==> src/rtl/dual_tmr_pkg.sv <==
package dual_tmr_pkg;
  localparam int ADDR_W = 2;
  localparam logic [ADDR_W-1:0] ADDR_MODE = 2'd0;
  localparam logic [ADDR_W-1:0] ADDR_PRE  = 2'd1;
  localparam logic [ADDR_W-1:0] ADDR_LO   = 2'd2;
  localparam logic [ADDR_W-1:0] ADDR_HI   = 2'd3;

  typedef enum logic [1:0] {
    MODE_TOG2   = 2'd0,
    MODE_PWM2   = 2'd1,
    MODE_CASC_T = 2'd2,
    MODE_CASC_P = 2'd3
  } tmr_mode_e;

  function automatic logic lo_is_pwm(tmr_mode_e m);
    return (m == MODE_PWM2) || (m == MODE_CASC_P);
  endfunction

  function automatic logic hi_is_pwm(tmr_mode_e m);
    return (m == MODE_PWM2);
  endfunction

  function automatic logic hi_chained(tmr_mode_e m);
    return (m == MODE_CASC_T) || (m == MODE_CASC_P);
  endfunction
endpackage

==> src/rtl/dual_tmr_prescaler.sv <==
module dual_tmr_prescaler #(
  parameter int PRE_W = 8
) (
  input  logic             clk,
  input  logic             rst,
  input  logic             restart,
  input  logic [PRE_W-1:0] stage_val,
  output logic             tick
);
  logic [PRE_W-1:0] cnt;
  logic [PRE_W-1:0] limit;

  assign tick = (cnt == limit);

  always_ff @(posedge clk) begin
    if (rst) begin
      cnt   <= '0;
      limit <= '0;
    end else if (restart) begin
      cnt   <= '0;
      limit <= stage_val;
    end else if (tick) begin
      cnt   <= '0;
      limit <= stage_val;
    end else begin
      cnt <= cnt + 1'b1;
    end
  end
endmodule

==> src/rtl/dual_tmr_channel.sv <==
module dual_tmr_channel #(
  parameter int CNT_W = 8
) (
  input  logic             clk,
  input  logic             rst,
  input  logic             restart,
  input  logic             step,
  input  logic             pwm,
  input  logic [CNT_W-1:0] stage_val,
  output logic             period_end,
  output logic             pin,
  output logic             pulse
);
  localparam logic [CNT_W-1:0] CNT_MAX = {CNT_W{1'b1}};

  logic [CNT_W-1:0] cnt;
  logic [CNT_W-1:0] active;
  logic             at_wrap;

  // PWM runs the full count range; toggle timing wraps at the active period.
  assign at_wrap    = pwm ? (cnt == CNT_MAX) : (cnt == active);
  assign period_end = step && at_wrap;

  always_ff @(posedge clk) begin
    if (rst) begin
      cnt    <= '0;
      active <= '0;
      pin    <= 1'b0;
      pulse  <= 1'b0;
    end else if (restart) begin
      cnt    <= '0;
      active <= stage_val;
      pin    <= 1'b0;
      pulse  <= 1'b0;
    end else begin
      pulse <= period_end;
      if (pwm) pin <= (cnt < active);
      else     pin <= pin ^ period_end;
      if (step) cnt <= period_end ? '0 : cnt + 1'b1;
      if (period_end) active <= stage_val;
    end
  end
endmodule

==> src/rtl/dual_tmr.sv <==
module dual_tmr
  import dual_tmr_pkg::*;
#(
  parameter int CNT_W = 8,
  parameter int PRE_W = 8
) (
  input  logic             clk,
  input  logic             rst,
  input  logic             wr_en,
  input  logic [1:0]       wr_addr,
  input  logic [CNT_W-1:0] wr_data,
  output logic             out_lo,
  output logic             out_hi,
  output logic             irq_lo,
  output logic             irq_hi
);
  tmr_mode_e        mode_q;
  logic [PRE_W-1:0] pre_stage;
  logic [CNT_W-1:0] lo_stage;
  logic [CNT_W-1:0] hi_stage;
  logic             restart;
  logic             tick;
  logic             lo_end;
  logic             hi_end;
  logic             hi_step;

  assign restart = wr_en && (wr_addr == ADDR_MODE);

  always_ff @(posedge clk) begin
    if (rst) begin
      mode_q    <= MODE_TOG2;
      pre_stage <= '0;
      lo_stage  <= '0;
      hi_stage  <= '0;
    end else if (wr_en) begin
      case (wr_addr)
        ADDR_MODE: mode_q    <= tmr_mode_e'(wr_data[1:0]);
        ADDR_PRE:  pre_stage <= wr_data[PRE_W-1:0];
        ADDR_LO:   lo_stage  <= wr_data;
        default:   hi_stage  <= wr_data;
      endcase
    end
  end

  dual_tmr_prescaler #(.PRE_W(PRE_W)) u_pre (
    .clk(clk), .rst(rst), .restart(restart),
    .stage_val(pre_stage), .tick(tick)
  );

  dual_tmr_channel #(.CNT_W(CNT_W)) u_lo (
    .clk(clk), .rst(rst), .restart(restart), .step(tick),
    .pwm(lo_is_pwm(mode_q)), .stage_val(lo_stage),
    .period_end(lo_end), .pin(out_lo), .pulse(irq_lo)
  );

  // In the chained modes the high channel counts low period ends.
  assign hi_step = hi_chained(mode_q) ? lo_end : tick;

  dual_tmr_channel #(.CNT_W(CNT_W)) u_hi (
    .clk(clk), .rst(rst), .restart(restart), .step(hi_step),
    .pwm(hi_is_pwm(mode_q)), .stage_val(hi_stage),
    .period_end(hi_end), .pin(out_hi), .pulse(irq_hi)
  );
endmodule

==> config.mk <==
export PLATFORM = sky130hd
export DESIGN_NAME = dual_tmr
export DESIGN_NICKNAME = d
export VERILOG_FILES = /design/src/rtl/dual_tmr_pkg.sv /design/src/rtl/dual_tmr_prescaler.sv /design/src/rtl/dual_tmr_channel.sv /design/src/rtl/dual_tmr.sv
export SDC_FILE = /design/constraint.sdc
export NUM_CORES = 1
export LEC_CHECK = 0
export BUFFER_PORTS_ARGS = -buffer_cell sky130_fd_sc_hd__buf_2
export CAP_MARGIN = 20
export CORE_AREA = 2 2 101 103
export CTS_BUF_LIST = sky130_fd_sc_hd__clkbuf_4 sky130_fd_sc_hd__clkbuf_8
export CTS_CLUSTER_SIZE = 14
export DETAILED_ROUTE_END_ITERATION = 7
export DIE_AREA = 0 0 103 105
export SLEW_MARGIN = 20
export SYNTH_ARGS = -nofsm -noshare
export SYNTH_HDL_FRONTEND = slang
export SYNTH_SLANG_ARGS = --single-unit
==> constraint.sdc <==
create_clock -name clk -period 2.8 [get_ports clk]
set_input_delay 0.28 -clock clk [delete_from_list [all_inputs] [get_ports clk]]
set_output_delay 0.28 -clock clk [all_outputs]
set_load 0.02 [all_outputs]
==> results of run 1 <==
## cell usage in the layout, fill, tap and decap left out, drive strengths merged, types with 13 or more instances in the layout
cell,instances
dfxtp,78
nand2,60
nor2,42
mux2i,33
a21oi,27
buf,24
inv,19
ha,19
o21ai,18
nand3,15
xor2,13
nor3,13
clkbuf,13
## area by class of cell
class                   instances  area share, %
clock inverters                 2         0.3860
inverters                      19          1.692
well taps                     133          3.949
repair buffers                 24          3.325
multi-input cells             323          49.50
flip-flops and latches         78          37.05
clock buffers                  13          4.097
## worst reg2reg max path, stage by stage, from the launching register on
cell	delay (ns)
dfxtp_1	0.43
ha_1	0.28
nand4_1	0.12
or3_1	0.16
and2_1	0.71
nand2b_1	0.27
o31ai_1	0.27
## power by group
group	total, mW	leakage (nW)	internal [mW]	switching (mW)
logic	0.780	0.980	0.271	0.509
clock network	0.811	0.0951	0.402	0.409
registers	1.22	0.632	1.17	0.0413
## worst max-delay path by stage
| stage | startpoint | endpoint | slack (ns) | depth (start not counted) |
|---|---|---|---|---|
| finish | u_hi.cnt[5]$_SDFFE_PP0P_ | u_hi.cnt[0]$_SDFFE_PP0P_ | 0.47 | 6 |
| global route | u_hi.cnt[5]$_SDFFE_PP0P_ | u_hi.cnt[0]$_SDFFE_PP0P_ | 0.22 | 6 |
| floorplan | u_lo.cnt[0]$_SDFFE_PP0P_ | u_lo.cnt[4]$_SDFFE_PP0P_ | 0.70 | 9 |
| CTS | u_lo.cnt[1]$_SDFFE_PP0P_ | u_hi.cnt[7]$_SDFFE_PP0P_ | 0.49 | 7 |
| global placement | u_lo.cnt[1]$_SDFFE_PP0P_ | u_hi.cnt[7]$_SDFFE_PP0P_ | 0.55 | 7 |
| detailed placement | u_lo.cnt[1]$_SDFFE_PP0P_ | u_hi.cnt[7]$_SDFFE_PP0P_ | 0.51 | 7 |
## routing by layer
layer | vias to the layer above | track usage (%)
met5 | - | 0
met4 | 0 | 6.579
met3 | 10 | 3.344
met2 | 52 | 24.03
met1 | 1404 | 24.43
li1 | 1596 | -
## sequential cells by signal, indices dropped and copies added (netlist names), 2 cells and up
signal       cells
mode_q           2
u_hi.cnt         8
pre_stage        8
u_lo.active      8
lo_stage         8
hi_stage         8
u_lo.cnt         8
u_pre.cnt        8
u_pre.limit      8
u_hi.active      8
## metrics by stage
step	worst slack [ns]	instances	power (mW)	area, µm²	util (%)
finish	0.4723	592	2.806	4214	43.72
global route	0.2188	592	2.974	4214	43.72
CTS	0.4949	592	2.828	4214	43.72
detailed placement	0.5128	577	2.020	4025	41.76
global placement	0.5545	577	2.001	4025	41.76
floorplan	0.7024	447	1.858	3831	-
## logic make-up (layout without fill, tap and decap cells)
family,count (synthesis),in the layout,share of synthesized area (%)
simple gates,174,174,21.98
compound gates,82,82,14.08
flops,78,78,40.76
buf+inv,46,58,4.931
mux,33,33,8.622
fa+ha+maj,19,19,6.205
xor+xnor,15,15,3.429
==> flow_summary.toml, run 1 <==
[synthesis]
synth.most_common_cell = "dfxtp_1"
ys_seq_area_share_pct = 40.76
synthFlopType = "dfxtp_1"
synth_cell_types = 51
synthArstFlopShare_pct = 0
yosysWarningCount = 0
synth_area_leaders = "dfxtp_1 (41%), mux2i_1 (8.6%), ha_1 (6.2%)"
syn-instance-count = 447
yosys.area.top_type = "dfxtp_1"
synthesis.nets = 479
synth_common_cells = "dfxtp_1 (78), nand2_1 (60), nor2_1 (42)"
syn_area_um2 = 3831
synth_seq_cells = 78
synth_top_cell_area_share_pct = 40.76
avgSynthCellArea_um2 = 8.571
synth_edf_count = 0

[timing]
setup_viol = 0
hold_viol_final = 0
worst_pin_slew_ns = 0.8743
relSlewSlack_pct = 41.71
slew_viol_final = 0
rsz0062_at_grt = "false"
holdWs_ns = 0.2121
fmax_mhz = 429.6
fin_worst_skew_ns = 0.01033
fin_setup_tns_ns = 0
finalCriticalPeriod_ns = 2.328
period_share_pct = 83.13

[clock_network]
cts_root_buf = "clkbuf_8"
htree_num_levels = 3
post_cts_buffers = 0
cts_buffers = 9
cts.sinks = 78
clk_pin_slew_ns = 0.07
clk_latency_ns = 0.36
postCtsHoldBufs = 0
cts_tree = "yes"
clk_path_buf_depth = 2
cts_resized = 0

[critical_path]
reg2reg_depth = 6
cp.required_ns = 3.07
rrSetupSlack_ns = 0.47
critPathMaxFanout = 24
critPathArrivalTime_ns = 2.59
cp.buffers_inverters = 0
cp_slowest_stage_delay_ns = 0.71
critPathKind = "reg -> reg"
cp-start-kind = "flop"
worstReg2RegStart = "u_hi.cnt[5]$_SDFFE_PP0P_"
critical_path.cell_chain = "ha_1 -> nand4_1 -> or3_1 -> and2_1 -> nand2b_1 -> o31ai_1"
endpoint_kind = "flop"
cp_top_family = "simple AND/OR/NAND/NOR gates"
crit_slowest_cell = "and2_1"
r2r_end = "u_hi.cnt[0]$_SDFFE_PP0P_"

[power_and_ir_drop]
irDropWorstVdd_uv = 315.4
p_per_area_nw_per_um2 = 665.8
p_leak_nw = 1.707

[run]
cap_violations = 0

[die]
dieArea_um2 = 10820
rows = 36
io_pins = 17
die_y_um = 105
core_um2 = 9639
start_util_pct = 39.75
die_width_um = 103

[global_routing]
grt_util_all_layers_pct = 16.76
grt_pass1_wl_um = 14240
grt_overflow = 0
grt_max_degree = 32
antenna_found_initial = 0
grt_pass1_vias = 2852

[routing]
wl_met1_um = 4210
route.met2.wl_um = 3649
dr.pass1.iters = 4
wire_per_inst_um = 14.03
vias_per_cell = 5.172
drt_wl_total_um = 8305
routed.top_layer = "met4"
drc_errors = 0
vias = 3062
drtIter0Drc = 199
drtAntennaViolNets = 0
wl_met3_um = 294

[final_layout]
diodes = 0
area_delta_synth_final_pct = 9.993
ff_latch_area_um2 = 1562
nNetsFinal = 487
drive_gt1_share_pct = 10.24
fillCellCount = 992
multiInputGateArea_um2 = 2086

[placement]
dp.final_hpwl_um = 5985
numPortBuffers = 16
gp_congestion = 0.7935

[worst_hold_path]
worstHoldStart = "wr_data[4]"
hold_class = "in -> reg"
hold_depth = 3
hold_end = "lo_stage[4]$_SDFFE_PP0P_"

[outcome]
run_status = "finished clean"
Note: power is estimated with default switching activity, not from simulation.
==> inputs of run 2 (changes only) <==
ABC_AREA = 1   (was unset)
CORE_AREA = 2 2 99 101   (was 2 2 101 103)
DIE_AREA = 0 0 101 103   (was 0 0 103 105)
clock period = 2.4 ns   (was 2.8 ns; I/O delays follow)
==> run 2 against run 1 <==
Compared with the run above:
- register-to-register slack gained 0.06 ns
- area after synthesis shrank 4.6%
- final area shrank 3.5%
- non-clock buffer count shrank 5
- setup slack gained 0.056 ns
- sequential cell count is the same
==> flow_summary.toml, run 2 <==
[worst_hold_path]
hold_class = "in -> reg"
hold_depth = 3

[die]
die_y_um = 103
core_um2 = 9459
io_pins = 17
dieArea_um2 = 10400
start_util_pct = 38.64
rows = 36
die_width_um = 101

[final_layout]
fillCellCount = 1003
area_delta_synth_final_pct = 11.30
drive_gt1_share_pct = 13.41
diodes = 0
layout_common_cells = "dfxtp_1 (78), nand2_1 (66), inv_1 (64)"
final_cell_area_um2 = 4068
final_common_cell = "dfxtp_1"
nNetsFinal = 534

[global_routing]
grt_util_all_layers_pct = 15.88
grt_max_degree = 28
grt_overflow = 0
antenna_found_initial = 0
grt_pass1_wl_um = 12960
grt_pass1_vias = 2771

[clock_network]
clk_path_buf_depth = 2
clk_pin_slew_ns = 0.09
clk_latency_ns = 0.35
postCtsHoldBufs = 0
htree_num_levels = 3
cts_root_buf = "clkbuf_8"
cts.sinks = 78
cts_buffers = 9
post_cts_buffers = 0
cts_resized = 0
cts_tree = "yes"

[timing]
period_share_pct = 78.00
finalCriticalPeriod_ns = 1.872
fmax_mhz = 534.2
slew_viol_final = 0
relSlewSlack_pct = 66.54
fin_ws_ns = 0.5279
fin_worst_skew_ns = 0.01332
fin_setup_tns_ns = 0
rsz0062_at_grt = "false"
hold_viol_final = 0
setup_viol = 0
worst_pin_slew_ns = 0.5001

[routing]
drtAntennaViolNets = 0
dr.pass1.iters = 4
drt_wl_total_um = 7646
vias_per_cell = 4.797
drtIter0Drc = 88
vias = 2979
wire_per_inst_um = 12.31
drc_errors = 0

[synthesis]
synth_edf_count = 0
avgSynthCellArea_um2 = 7.582
syn_area_um2 = 3655
synth_area_leaders = "dfxtp_1 (43%), nand2_1 (6.8%), a21oi_1 (6.6%)"
synth_seq_cells = 78
synth.most_common_cell = "dfxtp_1"
synth_common_cells = "dfxtp_1 (78), nand2_1 (66), inv_1 (64)"
synthesis.nets = 514
synthArstFlopShare_pct = 0
synth_top_cell_area_share_pct = 42.73
synth_cell_types = 33
synthFlopType = "dfxtp_1"
yosysWarningCount = 0
ys_seq_area_share_pct = 42.73
syn-instance-count = 482
yosys.area.top_type = "dfxtp_1"

[power_and_ir_drop]
p_per_area_nw_per_um2 = 1012
irDropWorstVdd_uv = 406.4
p_leak_nw = 1.673

[placement]
post_dp_cell_area_um2 = 3846
dp.final_hpwl_um = 5686
numPortBuffers = 16
gp_congestion = 0.7653
pre_cts_ws_ns = 0.5520

[critical_path]
cp.buffers_inverters = 2
critPathMaxFanout = 16
critical_path.cell_chain = "inv_2 -> nand2_1 -> nand2_1 -> nor2_2 -> nand2_2 -> nor2_4 -> buf_4 -> nand2_2 -> nand2_2 -> o21ai_0 -> a21oi_1"
critPathArrivalTime_ns = 2.15
cp.required_ns = 2.68
cp_top_family = "simple AND/OR/NAND/NOR gates"
path_depth = 11
cp-start-kind = "flop"
crit_slowest_cell = "dfxtp_1"
cp_slowest_stage_delay_ns = 0.44
critPathKind = "reg -> reg"
reg2reg_depth = 11
endpoint_kind = "flop"
path_common_cell = "nand2_2"

[run]
cap_violations = 0

[outcome]
run_status = "finished clean"
-- run 2: changes by cell type after synthesis, moves of 8 or more --
cell / delta
nor2_1: +20
o21ai_1: +13
inv_2: +9
a21oi_1: +22
nor2_2: +9
clkbuf_1: -9
nor3_1: -8
inv_1: +45
o21ai_0: +24
mux2i_1: -33
a32oi_1: -8
-- run 2: kinds of logic after synthesis --
family                   after synthesis  synth area share, %
flip-flops                            78                42.73
XOR/XNOR                              12                2.876
buffers and inverters                 84                9.209
AND/OR/NAND/NOR                      178                22.87
adder cells (fa/ha/maj)               19                6.505
AO/OA/AOI/OAI                        111                15.82
-- run 2: worst paths after layout --
kind                                               start  slack [ns]                     endpoint
worst max-delay path             u_pre.cnt[3]$_SDFF_PP0_        0.53  u_lo.active[4]$_SDFFE_PP0P_
worst min-delay path                          wr_data[7]        0.15    pre_stage[7]$_SDFFE_PP0P_
worst max register to register   u_pre.cnt[3]$_SDFF_PP0_        0.53  u_lo.active[4]$_SDFFE_PP0P_
worst min register to register  lo_stage[1]$_SDFFE_PP0P_        0.46  u_lo.active[1]$_SDFFE_PP0P_
-- run 2: area by class of cell --
type / count / area [µm²] / area share, %
inverter: 74 / 282.8 / 6.952
clock buffer: 9 / 123.9 / 3.045
timing repair buffer: 19 / 102.6 / 2.522
clock inverter: 7 / 97.59 / 2.399
multi-input combinational: 320 / 1757 / 43.19
tap: 114 / 142.6 / 3.507
sequential: 78 / 1562 / 38.39
-- run 2: per-layer routing --
layer | vias up | global-route usage, % | share of wire [%]
met3 | 7 | 3.525 | 2.0
met1 | 1357 | 20.19 | 50
met4 | 0 | 4.990 | 0.90
met5 | - | 0 | 0
li1 | 1590 | - | -
met2 | 25 | 26.97 | 47
-- run 2: metrics by stage --
step                hold slack [ns]  instances  power, mW  utilization, %
global route                 0.1530        621      4.450           43.00
detailed placement           0.4478        605      3.067           40.66
finish                       0.1528        621      4.118           43.00
global placement             0.4441        605      3.032           40.66
CTS                          0.1411        621      4.168           43.00
floorplan                    0.3749        482      2.763               -
-- run 2: worst register-to-register path, stage by stage (launching register included) --
cell and delay, ns:
dfxtp_1 0.44, inv_2 0.06, nand2_1 0.05, nand2_1 0.06, nor2_2 0.09, nand2_2 0.07, nor2_4 0.14, buf_4 0.24
nand2_2 0.12, nand2_2 0.24, o21ai_0 0.14, a21oi_1 0.14
-- run 2: where the power goes --
group	internal [mW]	switching (mW)
sequential	1.51	0.133
combinational	0.447	0.937
clock	0.589	0.498
==> inputs of run 3 (changes only) <==
clock period = 1.6 ns   (was 2.4 ns; I/O delays follow)
==> run 3 against run 2 <==
Compared with the run above:
- the run now ends with negative setup slack left
- non-clock buffer count increased by 52
- final area increased by 21%
- register-to-register slack got worse by 0.60 ns
- sequential cell count unchanged
- count of clock-buffer cells in the layout increased by 1
- wire length increased by 15%
- sequential share of layout area decreased by 5.8 points
- first-iteration DRC count increased by 51%
- critical path type unchanged
- largest power group is now combinational logic
==> flow_summary.toml, run 3 (synthesized netlist as in run 2, its figures left out) <==
[clock_network]
clk_path_buf_depth = 2
cts_buffers = 9
htree_num_levels = 3
clk_pin_slew_ns = 0.09
cts_tree = "yes"
postCtsHoldBufs = 0
cts.sinks = 78
cts_root_buf = "clkbuf_8"
clk_latency_ns = 0.35

[timing]
rsz0062_at_grt = "true"
fin_worst_skew_ns = 0.009891
slew_viol_final = 0
relSlewSlack_pct = 68.85
fin_ws_ns = -0.07577
finalCriticalPeriod_ns = 1.676
fmax_mhz = 596.7
period_share_pct = 104.7
setup_viol = 18
hold_viol_final = 0
worst_pin_slew_ns = 0.4659

[power_and_ir_drop]
irDropWorstVdd_uv = 627.0
p_leak_nw = 2.022
p_per_area_nw_per_um2 = 1600

[placement]
post_dp_cell_area_um2 = 4167
numPortBuffers = 16
gp_congestion = 0.8684
pre_cts_ws_ns = -0.1878
dp.final_hpwl_um = 6086

[worst_hold_path]
hold_class = "in -> reg"

[global_routing]
grt_pass1_wl_um = 15080
antenna_found_initial = 0
grt_max_degree = 22
grt_overflow = 0
grt_pass1_vias = 3277
grt_util_all_layers_pct = 18.31

[die]
die_y_um = 103
core_um2 = 9459
io_pins = 17
dieArea_um2 = 10400
rows = 36
start_util_pct = 38.64
die_width_um = 101

[critical_path]
crit_slowest_cell = "dfxtp_2"
critPathMaxFanout = 6
cp.buffers_inverters = 2
cp-start-kind = "flop"
critical_path.cell_chain = "inv_2 -> ha_4 -> nand2_4 -> nor2_4 -> nand3_4 -> nand3_4 -> nand3_4 -> nand2_8 -> clkinv_8 -> nor2_4 -> nor2_1"
critPathKind = "reg -> reg"
path_common_cell = "nand3_4"
critPathArrivalTime_ns = 1.91
cp_top_family = "simple AND/OR/NAND/NOR gates"
cp_slowest_stage_delay_ns = 0.34
cp.required_ns = 1.84
endpoint_kind = "flop"

[outcome]
run_status = "finished, violations left"
violations = "negative setup slack"

[final_layout]
nNetsFinal = 589
drive_gt1_share_pct = 36.30
final_cell_area_um2 = 4905
final_common_cell = "inv_1"
layout_common_cells = "inv_1 (56), nand2_1 (52), nor2_1 (52)"
diodes = 0
area_delta_synth_final_pct = 34.20

[routing]
drt_wl_total_um = 8772
drtAntennaViolNets = 0
drtIter0Drc = 133
dr.pass1.iters = 5
vias_per_cell = 4.854
wire_per_inst_um = 12.98
vias = 3281
drc_errors = 0

[run]
cap_violations = 0
[run 3: cell count changes in the layout (fill, tap and decap cells not counted), sizes merged]
cell,change
nand2,+2
clkinv,-1
clkbuf,+1
inv,+1
buf,+52
[run 3: where the power goes]
part | leakage (nW) | internal [mW] | switching, mW | total [mW]
clock network | 0.110 | 0.933 | 0.768 | 1.70
logic | 1.26 | 1.56 | 2.06 | 3.62
registers | 0.649 | 2.31 | 0.215 | 2.52
[run 3: worst min-delay path, cell delays in order]
cell,delay [ns]
buf_2,0.11
nor2_1,0.05
nor2_1,0.09
[run 3: final cells by class]
type	count	area, µm²
Clock buffer	10	137.6
Sequential cell	78	1600
Clock inverter	6	92.59
Timing Repair Buffer	71	529.3
Tap cell	114	142.6
Inverter	74	295.3
Timing Repair inverter	1	16.27
Fill cell	895	4554
Multi-Input combinational cell	322	2091
[run 3: repair_timing]
action / 4_1_cts / 5_1_grt
setup buffers: 4 / 7
gates cloned: 3 / 0
resized for setup: 53 / 65
endpoints found under the hold margin: 0 / 0
setup endpoints to repair: 42 / 52
pin swaps: 20 / 19
[run 3: path summary, 6_finish.rpt]
| path | startpoint | endpoint | slack (ns) | cells past startpoint |
|---|---|---|---|---|
| min | wr_data[4] | pre_stage[4]$_SDFFE_PP0P_ | 0.09 | 3 |
| max | u_lo.active[6]$_SDFFE_PP0P_ | u_hi.active[3]$_SDFFE_PP0P_ | -0.08 | 11 |
| max reg2reg | u_lo.active[6]$_SDFFE_PP0P_ | u_hi.active[3]$_SDFFE_PP0P_ | -0.08 | 11 |
| min reg2reg | lo_stage[0]$_SDFFE_PP0P_ | lo_stage[0]$_SDFFE_PP0P_ | 0.46 | 2 |
[run 3: layer usage]
layer / GRT usage (%) / up-vias / share of wire [%]
met2: 31.64 / 52 / 49
met1: 22.43 / 1516 / 46
met3: 4.271 / 6 / 3.4
met5: 0 / - / 0
li1: - / 1707 / -
met4: 6.445 / 0 / 1.1
[run 3: stage by stage]
stage | cells | utilization, % | hold WS [ns] | setup TNS, ns | total power [mW]
3_5_place_dp | 646 | 44.05 | 0.4460 | -3.827 | 5.007
5_1_grt | 676 | 51.85 | 0.07788 | -4.737 | 8.379
3_3_place_gp | 646 | 44.05 | 0.4446 | -2.424 | 4.956
6_report | 676 | 51.85 | 0.08685 | -0.7266 | 7.848
2_1_floorplan | 482 | - | 0.2949 | -0.009014 | 4.144
4_1_cts | 669 | 48.97 | 0.06907 | -0.4614 | 7.161
